<file path="src/rtl/irqagg_pkg.sv">
`timescale 1ns/1ps
package irqagg_pkg;
    // Register byte offsets
    localparam int unsigned OFS_RAW   = 32'h20;
    localparam int unsigned OFS_MSET  = 32'h24;
    localparam int unsigned OFS_MCLR  = 32'h28;
    localparam int unsigned OFS_BSTAT = 32'h40;
    localparam int unsigned OFS_BEN   = 32'h50;

    // Bit position of the gate / line flag inside the bridge registers
    localparam int unsigned GATE_BIT = 7;

    // Source bit positions in the status and mask space
    typedef enum int unsigned {
        SRC_I2C0 = 0,
        SRC_I2C1 = 1,
        SRC_SPI  = 2,
        SRC_DMA0 = 3,
        SRC_DMA1 = 4,
        SRC_CI   = 5
    } src_idx_e;
endpackage

</file>
<file path="src/rtl/irqagg_decode.sv">
`timescale 1ns/1ps
module irqagg_decode
    import irqagg_pkg::*;
#(
    parameter int unsigned NUM_SRC = 6,
    parameter int unsigned ADDR_W  = 8,
    parameter int unsigned DATA_W  = 16
) (
    input  logic              bus_wr,
    input  logic [ADDR_W-1:0] bus_addr,
    input  logic [DATA_W-1:0] bus_wdata,
    output logic [NUM_SRC-1:0] set_vec,
    output logic [NUM_SRC-1:0] clr_vec,
    output logic              en_wr,
    output logic              en_val
);
    logic hit_set, hit_clr, hit_en;
    logic unused_wdata;

    assign unused_wdata = ^bus_wdata;

    always_comb begin
        hit_set = bus_wr && (bus_addr == ADDR_W'(OFS_MSET));
        hit_clr = bus_wr && (bus_addr == ADDR_W'(OFS_MCLR));
        hit_en  = bus_wr && (bus_addr == ADDR_W'(OFS_BEN));
        set_vec = hit_set ? bus_wdata[NUM_SRC-1:0] : '0;
        clr_vec = hit_clr ? bus_wdata[NUM_SRC-1:0] : '0;
        en_wr   = hit_en;
        en_val  = bus_wdata[GATE_BIT];
    end
endmodule

</file>
<file path="src/rtl/irqagg_mask.sv">
`timescale 1ns/1ps
module irqagg_mask #(
    parameter int unsigned NUM_SRC = 6
) (
    input  logic               clk,
    input  logic               rst_n,
    input  logic [NUM_SRC-1:0] set_vec,
    input  logic [NUM_SRC-1:0] clr_vec,
    output logic [NUM_SRC-1:0] mask_d,
    output logic [NUM_SRC-1:0] mask_q
);
    typedef struct packed {
        logic [NUM_SRC-1:0] bits;
    } mask_st_t;

    mask_st_t st_d, st_q;
    logic [NUM_SRC-1:0] bit_nxt;

    // Per-source next value: clear wins, then set, else hold
    for (genvar i = 0; i < NUM_SRC; i++) begin : g_bit
        assign bit_nxt[i] = clr_vec[i] ? 1'b0 :
                            set_vec[i] ? 1'b1 : st_q.bits[i];
    end

    always_comb begin
        st_d      = st_q;
        st_d.bits = bit_nxt;
    end

    always_ff @(posedge clk) begin
        if (!rst_n) st_q <= '0;
        else        st_q <= st_d;
    end

    assign mask_d = st_d.bits;
    assign mask_q = st_q.bits;
endmodule

</file>
<file path="src/rtl/irqagg_gate.sv">
`timescale 1ns/1ps
module irqagg_gate #(
    parameter int unsigned NUM_SRC = 6
) (
    input  logic               clk,
    input  logic               rst_n,
    input  logic [NUM_SRC-1:0] src_irq,
    input  logic [NUM_SRC-1:0] mask_nxt,
    input  logic               en_wr,
    input  logic               en_val,
    output logic               en_q,
    output logic               line_q
);
    typedef struct packed {
        logic en;
        logic line;
    } gate_st_t;

    gate_st_t st_d, st_q;

    // Line uses the post-write enable and mask so a gate close acts at once
    always_comb begin
        st_d = st_q;
        if (en_wr) st_d.en = en_val;
        st_d.line = st_d.en && (|(src_irq & mask_nxt));
    end

    always_ff @(posedge clk) begin
        if (!rst_n) st_q <= '0;
        else        st_q <= st_d;
    end

    assign en_q   = st_q.en;
    assign line_q = st_q.line;
endmodule

</file>
<file path="src/rtl/irq_aggregator.sv">
`timescale 1ns/1ps
module irq_aggregator
    import irqagg_pkg::*;
#(
    parameter int unsigned NUM_SRC = 6,
    parameter int unsigned ADDR_W  = 8,
    parameter int unsigned DATA_W  = 16
) (
    input  logic               clk,
    input  logic               rst_n,
    input  logic [NUM_SRC-1:0] src_irq,
    input  logic               bus_wr,
    input  logic [ADDR_W-1:0]  bus_addr,
    input  logic [DATA_W-1:0]  bus_wdata,
    output logic [DATA_W-1:0]  bus_rdata,
    output logic               irq_out
);
    logic [NUM_SRC-1:0] set_vec, clr_vec;
    logic [NUM_SRC-1:0] mask_d, mask_q;
    logic               en_wr, en_val, en_q, irq_q;

    irqagg_decode #(.NUM_SRC(NUM_SRC), .ADDR_W(ADDR_W), .DATA_W(DATA_W)) u_dec (
        .bus_wr    (bus_wr),
        .bus_addr  (bus_addr),
        .bus_wdata (bus_wdata),
        .set_vec   (set_vec),
        .clr_vec   (clr_vec),
        .en_wr     (en_wr),
        .en_val    (en_val)
    );

    irqagg_mask #(.NUM_SRC(NUM_SRC)) u_mask (
        .clk     (clk),
        .rst_n   (rst_n),
        .set_vec (set_vec),
        .clr_vec (clr_vec),
        .mask_d  (mask_d),
        .mask_q  (mask_q)
    );

    irqagg_gate #(.NUM_SRC(NUM_SRC)) u_gate (
        .clk      (clk),
        .rst_n    (rst_n),
        .src_irq  (src_irq),
        .mask_nxt (mask_d),
        .en_wr    (en_wr),
        .en_val   (en_val),
        .en_q     (en_q),
        .line_q   (irq_q)
    );

    // Read mux
    always_comb begin
        bus_rdata = '0;
        if (bus_addr == ADDR_W'(OFS_RAW))   bus_rdata[NUM_SRC-1:0] = src_irq;
        if (bus_addr == ADDR_W'(OFS_BSTAT)) bus_rdata[GATE_BIT]    = irq_q;
        if (bus_addr == ADDR_W'(OFS_BEN))   bus_rdata[GATE_BIT]    = en_q;
    end

    assign irq_out = irq_q;
endmodule

</file>
<file path="config.mk">
export PLATFORM = sky130hd
export DESIGN_NAME = irq_aggregator
export DESIGN_NICKNAME = d
export VERILOG_FILES = /design/src/rtl/irqagg_pkg.sv /design/src/rtl/irqagg_decode.sv /design/src/rtl/irqagg_mask.sv /design/src/rtl/irqagg_gate.sv /design/src/rtl/irq_aggregator.sv
export SDC_FILE = /design/constraint.sdc
export NUM_CORES = 1
export LEC_CHECK = 0
export CAP_MARGIN = 20
export CORE_ASPECT_RATIO = 1.5
export CORE_MARGIN = 2
export CORE_UTILIZATION = 39
export DETAILED_ROUTE_END_ITERATION = 16
export PLACE_DENSITY = 0.95
export SLEW_MARGIN = 25
export SYNTH_ARGS = -nofsm -noshare
export SYNTH_HDL_FRONTEND = slang
export SYNTH_HIERARCHICAL = 1
export SYNTH_SLANG_ARGS = --single-unit
export TNS_END_PERCENT = 50
</file>
<file path="constraint.sdc">
create_clock -name clk -period 4.3 [get_ports clk]
set_input_delay 0.86 -clock clk [delete_from_list [all_inputs] [get_ports clk]]
set_output_delay 0.86 -clock clk [all_outputs]
set_load 0.005 [all_outputs]
</file>
==> run summary, run 1 <==
Status: completed
Clock buffer depth: 2
Post-detailed-placement half-perimeter wirelength: 1.65 mm
Number of hold buffers added after cts: 0
Routed wire per std cell: 14.3 um
Post-CTS Setup Bufs: 0
Hold path startpoint: u_mask/mask_q[2]
Startpoint-to-endpoint class of the critical path: primary input to output pin
Cell-by-cell listing of the critical path: clkdlybuf4s50_1 > or4_1 > nor3_2 > clkdlybuf4s50_1
Layout filler cell count: 179
Distinct cell type count after synthesis: 24
Largest cells by area after synthesis: sky130_fd_sc_hd__dfxtp_1, sky130_fd_sc_hd__nor3_2, sky130_fd_sc_hd__buf_4
Detailed Routing Iterations Pass 1: 4
Vias per std cell: 5.31
Total clock buffers created by CTS: 3
Worst path arrival time: 2.86 ns
Cell repeated most along the worst path: sky130_fd_sc_hd__clkdlybuf4s50_1
Worst Hold Margin: 0.534 ns
Total Die Area: 0.00243 sq mm
Share of flip-flops with an asynchronous set or reset: 0
Number of synthesized register bits: 8
Critical Path Max Stage Delay: 0.72 ns
Worst setup timing slack at the placement stage: 0.591 ns
Critical R2R Launch: u_mask/mask_q[1]
Highest achievable clock rate: 269 MHz
Required time at the worst-slack endpoint: 3.44 ns
Antenna violations before repair: 0
Yosys warning total: 6
Dominant cell type by area after synthesis: sky130_fd_sc_hd__dfxtp_1
Wire length of the first global-routing pass: 3.05 mm
Fraction of layout cells with a size suffix above 1: 0.185
Source of the critical timing path: bus_addr[3]
Via count of the first global-routing pass: 741
Total setup violations reported at the end of the flow: 0
Overall overflow remaining after global route: 0
Std-Cell Rows: 20
# resized after CTS: 0
Nets@finish: 159
Worst-case setup margin in the final layout: 0.577 ns
Antenna viol nets, final: 0
Initial Util: 0.404
Root buffer selected by CTS: sky130_fd_sc_hd__clkbuf_4
Setup TNS: 0 ns
Mean instance size in the synthesized netlist: 8.23 sq um
# port buffers: 31
Crit Path Max Fanout: 9
DRT Wirelength: 2.09 mm
Max Slew Vio Count: 0
GRT Util Overall: 0.186
Core area: 0.00198 sq mm
Worst ir drop on vdd: 97.7 uV
Combined buffer and inverter count along the critical path: 2
Post-detailed-route DRC marker count: 0
Synth-to-Final Area Change: 34.6%
TritonCTS clock tree: yes
Pin count of the biggest net entering global routing: 14
GP Congestion: 0.778
Primary flip-flop cell chosen by synthesis mapping: sky130_fd_sc_hd__dfxtp_1
Kind of end point of the critical path: output pin
Skew final: 0.00242 ns
Total power divided by cell area: 168 mW/mm^2
Hold/Removal Path Class: flop to flop
H-tree level count: 1
Final critical delay including setup and external delays: 3.72 ns
Syn Inst Count: 97
Unrepaired setup endpoints after global routing: false
Initial DRC count: 17
Ant. Diodes: 0
Total number of clock tree sinks: 8
I/O pins: 50
Slowest cell on crit path: sky130_fd_sc_hd__or4_1
Sequential area share after synthesis: 0.201
Final-report hold violation count: 0
Area share of the largest cell type after synthesis: 0.201
Total number of vias: 775
Startpoint class of the critical path: primary input
Clock latency of the later-clocked register in the worst-skew pair: 0.25 ns
Clock-pin slew on the worst setup and hold paths: 0.06 ns
Leakage: 0.374 nW
Height of the die: 59.4 um
Maximum Capacitance Violations: 0
Largest delay contributor family on the critical path: buffers and inverters
Post-synth design cell area: 798 sq um
Horiz. Die Dim: 40.9 um
Final worst-path cycle share: 0.866
EDFF count, synth: 0
==> through the flow <==
stage	std cells	area [sq um]	total power, mW	utilization
floorplan	105	828	0.100	-
global placement	143	1050	0.120	0.532
detailed placement	143	1050	0.122	0.532
CTS	146	1070	0.182	0.544
global route	146	1070	0.191	0.544
finish	146	1070	0.180	0.544
==> cell usage after synthesis, drive strengths merged, types with 2 or more instances <==
master	n
nand3b	7
or4	2
buf	14
nor4	2
dfxtp	8
nand2	6
inv	7
nor3b	6
mux2i	2
clkbuf	2
nor3	18
nor2	13
or4b	3
a22oi	3
==> registers in the layout (all words and copies together), names as in the netlist <==
register and cells:
u_gate/en_q 1, u_gate/line_q 1, u_mask/mask_q 6
==> cells by family (layout without fill, tap and decap cells) <==
logic type	after synthesis	in the layout	synth area share
AOI/OAI and AO/OA	4	4	0.0392
buffers and inverters	23	42	0.185
DFF	8	8	0.201
muxes	2	2	0.0251
other	1	9	0.00470
and+or+nand+nor	59	59	0.545
==> tightest hold or removal path, delay by kind of cell, from the launching register on <==
| family | cells | cell delay [ns] |
|---|---|---|
| flops | 1 | 0.30 |
| simple gates | 2 | 0.19 |
==> path summary, 6_finish.rpt <==
path / end / cells after the start / slack (ns)
setup / recovery: bus_rdata[0] / 4 / 0.58
hold / removal: u_mask/mask_q[2] / 2 / 0.53
setup reg to reg: u_gate/line_q / 4 / 3.32
hold reg to reg: u_mask/mask_q[2] / 2 / 0.53
==> routing by layer <==
| layer | part of all wire | global-route usage | up-vias |
|---|---|---|---|
| met4 | 0.022 | 0.0952 | 0 |
| met3 | 0.044 | 0.0338 | 6 |
| met5 | 0 | 0 | - |
| met2 | 0.57 | 0.353 | 28 |
| met1 | 0.36 | 0.165 | 363 |
| li1 | - | - | 378 |
==> cells in the final DEF, fill, tap and decap left out, drive strengths merged <==
| master | Yosys | layout |
|---|---|---|
| clkbuf | 2 | 3 |
| nor3b | 6 | 6 |
| nor2 | 13 | 13 |
| conb | 1 | 9 |
| or4 | 2 | 2 |
| or4b | 3 | 3 |
| clkdlybuf4s50 | 0 | 31 |
| nand2b | 1 | 1 |
| inv | 7 | 7 |
| nand3b | 7 | 7 |
| a22oi | 3 | 3 |
| or3b | 1 | 1 |
| dfxtp | 8 | 8 |
| buf | 14 | 1 |
| nor3 | 18 | 18 |
| mux2i | 2 | 2 |
| nor4 | 2 | 2 |
| nand2 | 6 | 6 |
| a311oi | 1 | 1 |
==> final cells by class <==
cell class	instances	area, sq um	share of cell area
inverters	7	26.3	0.0244
well taps	22	27.5	0.0256
flip-flops and latches	8	160	0.149
multi-input cells	74	520	0.484
clock buffers	3	22.5	0.0210
repair buffers	32	318	0.296
==> report_power, final <==
group / switching, mW / total (mW) / internal [mW]
logic: 0.0211 / 0.0468 / 0.0257
registers: 0.0000244 / 0.0742 / 0.0742
clock network: 0.0271 / 0.0592 / 0.0321
total: 0.0482 / 0.180 / 0.132
(Power assumes the default switching activity.)
==> run 2: changes to the inputs <==
MAX_ROUTING_LAYER = met4   (was unset)
SLEW_MARGIN = 30   (was 25)
==> run 2 against run 1 <==
- first-iteration DRC count grew 18%
- global-route usage increased by 0.72 points
- non-clock buffer count stayed put
- combinational power is essentially flat
- cell area did not move
- wire length did not move
- final cell count did not move
==> run summary, run 2 (synthesized netlist as in run 1, its figures left out) <==
Status: completed
Most common cell after layout, fill and taps aside: sky130_fd_sc_hd__clkdlybuf4s50_1
Kind of end point of the critical path: output pin
DRT Wirelength: 2.09 mm
Reg power frac: 0.412
Clock latency of the later-clocked register in the worst-skew pair: 0.25 ns
Maximum Capacitance Violations: 0
Area of the multi-input gates: 520 sq um
Number of flip-flops in the largest register: 6
Detailed Routing Iterations Pass 1: 4
Startpoint-to-endpoint class of the critical path: primary input to output pin
Total Die Area: 0.00243 sq mm
Slowest cell on crit path: sky130_fd_sc_hd__or4_1
Final-report hold violation count: 0
GP Congestion: 0.789
Final worst-path cycle share: 0.868
Height of the die: 59.4 um
Cell-by-cell listing of the critical path: clkdlybuf4s50_1 > or4_1 > nor3_2 > clkdlybuf4s50_1
Vias per std cell: 5.33
Sequential cell area: 160 sq um
Critical Path Max Stage Delay: 0.73 ns
Final critical delay including setup and external delays: 3.73 ns
Initial DRC count: 20
Most used cells in the layout excluding fill and tap cells: sky130_fd_sc_hd__clkdlybuf4s50_1, sky130_fd_sc_hd__nor2_1, sky130_fd_sc_hd__conb_1, sky130_fd_sc_hd__nor3_1
Nets@finish: 159
Total setup violations reported at the end of the flow: 0
Post-CTS Setup Bufs: 0
NetSw: 48.4 uW
Unrepaired setup endpoints after global routing: false
Highest achievable clock rate: 268 MHz
Hold path startpoint: u_mask/mask_q[2]
Source of the critical timing path: bus_addr[3]
Critical R2R Launch: u_mask/mask_q[1]
Cell-internal power: 132 uW
Cell repeated most along the worst path: sky130_fd_sc_hd__clkdlybuf4s50_1
Pin count of the biggest net entering global routing: 14
Number of hold buffers added after cts: 0
Switching Fraction: 0.268
Setup TNS: 0 ns
Startpoint class of the critical path: primary input
Skew final: 0.00290 ns
Antenna viol nets, final: 0
Initial Util: 0.404
Leakage: 0.374 nW
Proportion of power drawn by the clock network: 0.329
Total number of clock tree sinks: 8
Std-Cell Rows: 20
Total power divided by cell area: 168 mW/mm^2
Register-to-Register Setup Slack: 3.31 ns
Worst ir drop on vdd: 97.2 uV
Combinational share of power: 0.259
Worst path arrival time: 2.87 ns
Crit Path Max Fanout: 9
TritonCTS clock tree: yes
Total clock buffers created by CTS: 3
Combined buffer and inverter count along the critical path: 2
Power consumption: 180 uW
Hold/Removal Path Class: flop to flop
Max Slew Vio Count: 0
Clock-pin slew on the worst setup and hold paths: 0.06 ns
Root buffer selected by CTS: sky130_fd_sc_hd__clkbuf_4
Post-detailed-route DRC marker count: 0
Fraction of layout cells with a size suffix above 1: 0.185
Layout filler cell count: 179
Via count of the first global-routing pass: 737
Ant. Diodes: 0
Required time at the worst-slack endpoint: 3.44 ns
Clock buffer depth: 2
# port buffers: 31
Post-detailed-placement half-perimeter wirelength: 1.65 mm
Synth-to-Final Area Change: 34.6%
GRT Util Overall: 0.193
Wire length of the first global-routing pass: 3.06 mm
Antenna violations before repair: 0
I/O pins: 50
Overall overflow remaining after global route: 0
Horiz. Die Dim: 40.9 um
Core area: 0.00198 sq mm
Routed wire per std cell: 14.3 um
H-tree level count: 1
Total number of vias: 778
Largest delay contributor family on the critical path: buffers and inverters
# resized after CTS: 0
run 2: cell counts in the layout (fill, tap and decap cells not counted):
No cell type changed its count.
run 2: power groups by stage:
stage	clock network, mW	registers (mW)	logic (mW)
2_1_floorplan	0	0.0758	0.0245
5_1_grt	0.0677	0.0742	0.0502
4_1_cts	0.0611	0.0742	0.0463
3_5_place_dp	0	0.0759	0.0460
3_3_place_gp	0	0.0759	0.0445
6_report	0.0593	0.0742	0.0468
run 2: worst register-to-register path, delay by kind of cell, from the launching register on:
family           cells  cell delay, ns
AO/OA/AOI/OAI        2            0.31
flip-flops           1            0.30
AND/OR/NAND/NOR      2            0.26
run 2: path summary, 6_finish.rpt:
kind / endpoint / depth (start not counted)
min: u_mask/mask_q[2] / 2
max reg2reg: u_gate/line_q / 4
max: bus_rdata[0] / 4
min reg2reg: u_mask/mask_q[2] / 2
run 2: per-stage QoR:
stage	hold WS [ns]	cells	area [sq um]	utilization	setup WS, ns
after floorplan	0.479	105	828	-	1.76
after global placement	0.503	143	1050	0.532	0.620
after detailed placement	0.530	143	1050	0.532	0.591
after CTS	0.544	146	1070	0.544	0.581
after global routing	0.571	146	1070	0.544	0.529
final	0.535	146	1070	0.544	0.567
run 2: routing by layer:
layer | vias up | GRT usage | routed length, um
met5 | - | - | 0
met4 | 0 | 0.0952 | 46
met3 | 6 | 0.0451 | 90
met2 | 28 | 0.353 | 1210
met1 | 368 | 0.165 | 748
li1 | 376 | - | -
run 2: layout make-up:
cell class | count | share of cell area
tap | 22 | 0.0256
inverter | 7 | 0.0244
timing repair buffer | 32 | 0.296
clock buffer | 3 | 0.0210
multi-input combinational | 74 | 0.484
sequential | 8 | 0.149
==> run 3: changes to the inputs <==
CORE_MARGIN = 5   (was 2)
CTS_CLUSTER_DIAMETER = 200   (was unset)
==> run 3 against run 2 <==
- non-clock buffer count shrank 1
- die area grew 26%
- combinational power is essentially flat
- critical endpoint is now bus_rdata[2]
- largest power group unchanged
==> run summary, run 3 (synthesized netlist as in run 1, its figures left out) <==
Clock latency of the later-clocked register in the worst-skew pair: 0.25 ns
Critical R2R Launch: u_mask/mask_q[3]
Source of the critical timing path: bus_addr[2]
Total setup violations reported at the end of the flow: 0
Nets@finish: 158
Max Slew Vio Count: 0
Combined buffer and inverter count along the critical path: 2
Switching Fraction: 0.266
Unrepaired setup endpoints after global routing: false
Placement-stage cell area: 0.00104 sq mm
Final-report hold violation count: 0
Clock buffer depth: 2
Leakage: 0.369 nW
Combinational share of power: 0.260
Slowest cell on crit path: sky130_fd_sc_hd__or4_1
Height of the die: 65.4 um
Setup TNS: 0 ns
Reg power frac: 0.415
End point of the critical path: bus_rdata[2]
NetSw: 47.7 uW
Worst path arrival time: 2.97 ns
Total power divided by cell area: 168 mW/mm^2
Pin count of the biggest net entering global routing: 16
Antenna violations before repair: 0
Cell depth of the worst setup path: 4
Startpoint-to-endpoint class of the critical path: primary input to output pin
Final critical delay including setup and external delays: 3.83 ns
Worst ir drop on vdd: 119 uV
GRT Util Overall: 0.155
Clock-pin slew on the worst setup and hold paths: 0.05 ns
Most common cell after layout, fill and taps aside: sky130_fd_sc_hd__clkdlybuf4s50_1
Cell-internal power: 131 uW
Total number of vias: 803
I/O pins: 50
Post-detailed-placement half-perimeter wirelength: 1.74 mm
Startpoint class of the critical path: primary input
Kind of end point of the critical path: output pin
Post-CTS Setup Bufs: 0
Status: completed
TritonCTS clock tree: yes
Initial DRC count: 20
Register-to-Register Setup Slack: 3.31 ns
Most used cells in the layout excluding fill and tap cells: sky130_fd_sc_hd__clkdlybuf4s50_1, sky130_fd_sc_hd__nor2_1, sky130_fd_sc_hd__conb_1, sky130_fd_sc_hd__nor3_1
Synth-to-Final Area Change: 33.7%
Cell repeated most along the worst path: sky130_fd_sc_hd__clkdlybuf4s50_1
Finished layout cell area: 0.00107 sq mm
Required time at the worst-slack endpoint: 3.44 ns
Ant. Diodes: 0
Total number of clock tree sinks: 8
Total Die Area: 0.00307 sq mm
Horiz. Die Dim: 46.9 um
Antenna viol nets, final: 0
Number of hold buffers added after cts: 0
# resized after CTS: 0
Detailed Routing Iterations Pass 1: 4
Skew final: 0.00464 ns
Routed wire per std cell: 15.5 um
Root buffer selected by CTS: sky130_fd_sc_hd__clkbuf_4
H-tree level count: 1
Initial Util: 0.399
GP Congestion: 0.897
Utilization of the core after routing: 0.533
Post-detailed-route DRC marker count: 0
Cell-by-cell listing of the critical path: clkdlybuf4s50_1 > or4_1 > nor3_2 > clkdlybuf4s50_1
Power consumption: 179 uW
Highest achievable clock rate: 261 MHz
Total clock buffers created by CTS: 3
Worst reg2reg path depth: 4
Layout filler cell count: 196
Wire length of the first global-routing pass: 3.54 mm
Final worst-path cycle share: 0.892
Critical Path Max Stage Delay: 0.72 ns
# port buffers: 31
Via count of the first global-routing pass: 857
Hold path startpoint: u_mask/mask_q[3]
Fraction of layout cells with a size suffix above 1: 0.179
Std-Cell Rows: 20
Remaining max-slew budget at the tightest pin: 0.659
Number of flip-flops in the largest register: 6
Maximum Capacitance Violations: 0
Overall overflow remaining after global route: 0
Reg-to-Reg End: u_gate/line_q
Largest delay contributor family on the critical path: buffers and inverters
Least-Margin Pin Slew: 0.510 ns
Proportion of power drawn by the clock network: 0.326
DRT Wirelength: 2.25 mm
Core area: 0.00200 sq mm
Vias per std cell: 5.54
Crit Path Max Fanout: 15
Hold/Removal Path Class: flop to flop
[run 3: cell types whose count changed in the layout (fill, tap and decap cells not counted)]
cell | before | now
sky130_fd_sc_hd__buf_4 | 1 | 0
[run 3: through the flow]
stage	setup WS, ns	hold slack [ns]	instances
2_1_floorplan	1.76	0.479	105
3_3_place_gp	0.574	0.495	142
3_5_place_dp	0.469	0.528	142
4_1_cts	0.467	0.540	145
5_1_grt	0.361	0.572	145
6_report	0.465	0.538	145
[run 3: worst min-delay path by stage]
stage	to	slack (ns)	depth (start not counted)
3_5_place_dp	u_mask/mask_q[3]	0.53	2
2_1_floorplan	u_gate/en_q	0.48	2
3_3_place_gp	u_gate/en_q	0.50	2
6_report	u_mask/mask_q[3]	0.54	2
4_1_cts	u_mask/mask_q[3]	0.54	2
5_1_grt	u_mask/mask_q[3]	0.57	2
[run 3: final cells by class]
class / count / area [sq um] / area share
clock buffer: 3 / 22.5 / 0.0211
inverter: 7 / 26.3 / 0.0246
multi-input combinational: 74 / 520 / 0.488
sequential: 8 / 160 / 0.150
tap: 22 / 27.5 / 0.0258
timing repair buffer: 31 / 310 / 0.291
[run 3: layer usage]
layer | global-route usage | wire length (um)
met1 | 0.150 | 801
met2 | 0.291 | 1280
met3 | 0.0164 | 131
met4 | 0.0657 | 33
met5 | - | 0
[run 3: power groups by stage]
stage | clock (mW) | sequential [mW] | combinational, mW
5_1_grt | 0.0630 | 0.0742 | 0.0500
3_5_place_dp | 0 | 0.0759 | 0.0456
4_1_cts | 0.0608 | 0.0742 | 0.0458
3_3_place_gp | 0 | 0.0759 | 0.0435
6_report | 0.0583 | 0.0742 | 0.0465
2_1_floorplan | 0 | 0.0758 | 0.0245
[run 3: worst register-to-register path, delay by kind of cell, from the launching register on]
| kind | cells | cell delay, ns |
|---|---|---|
| DFF | 1 | 0.29 |
| and+or+nand+nor | 2 | 0.23 |
| AOI/OAI and AO/OA | 2 | 0.34 |
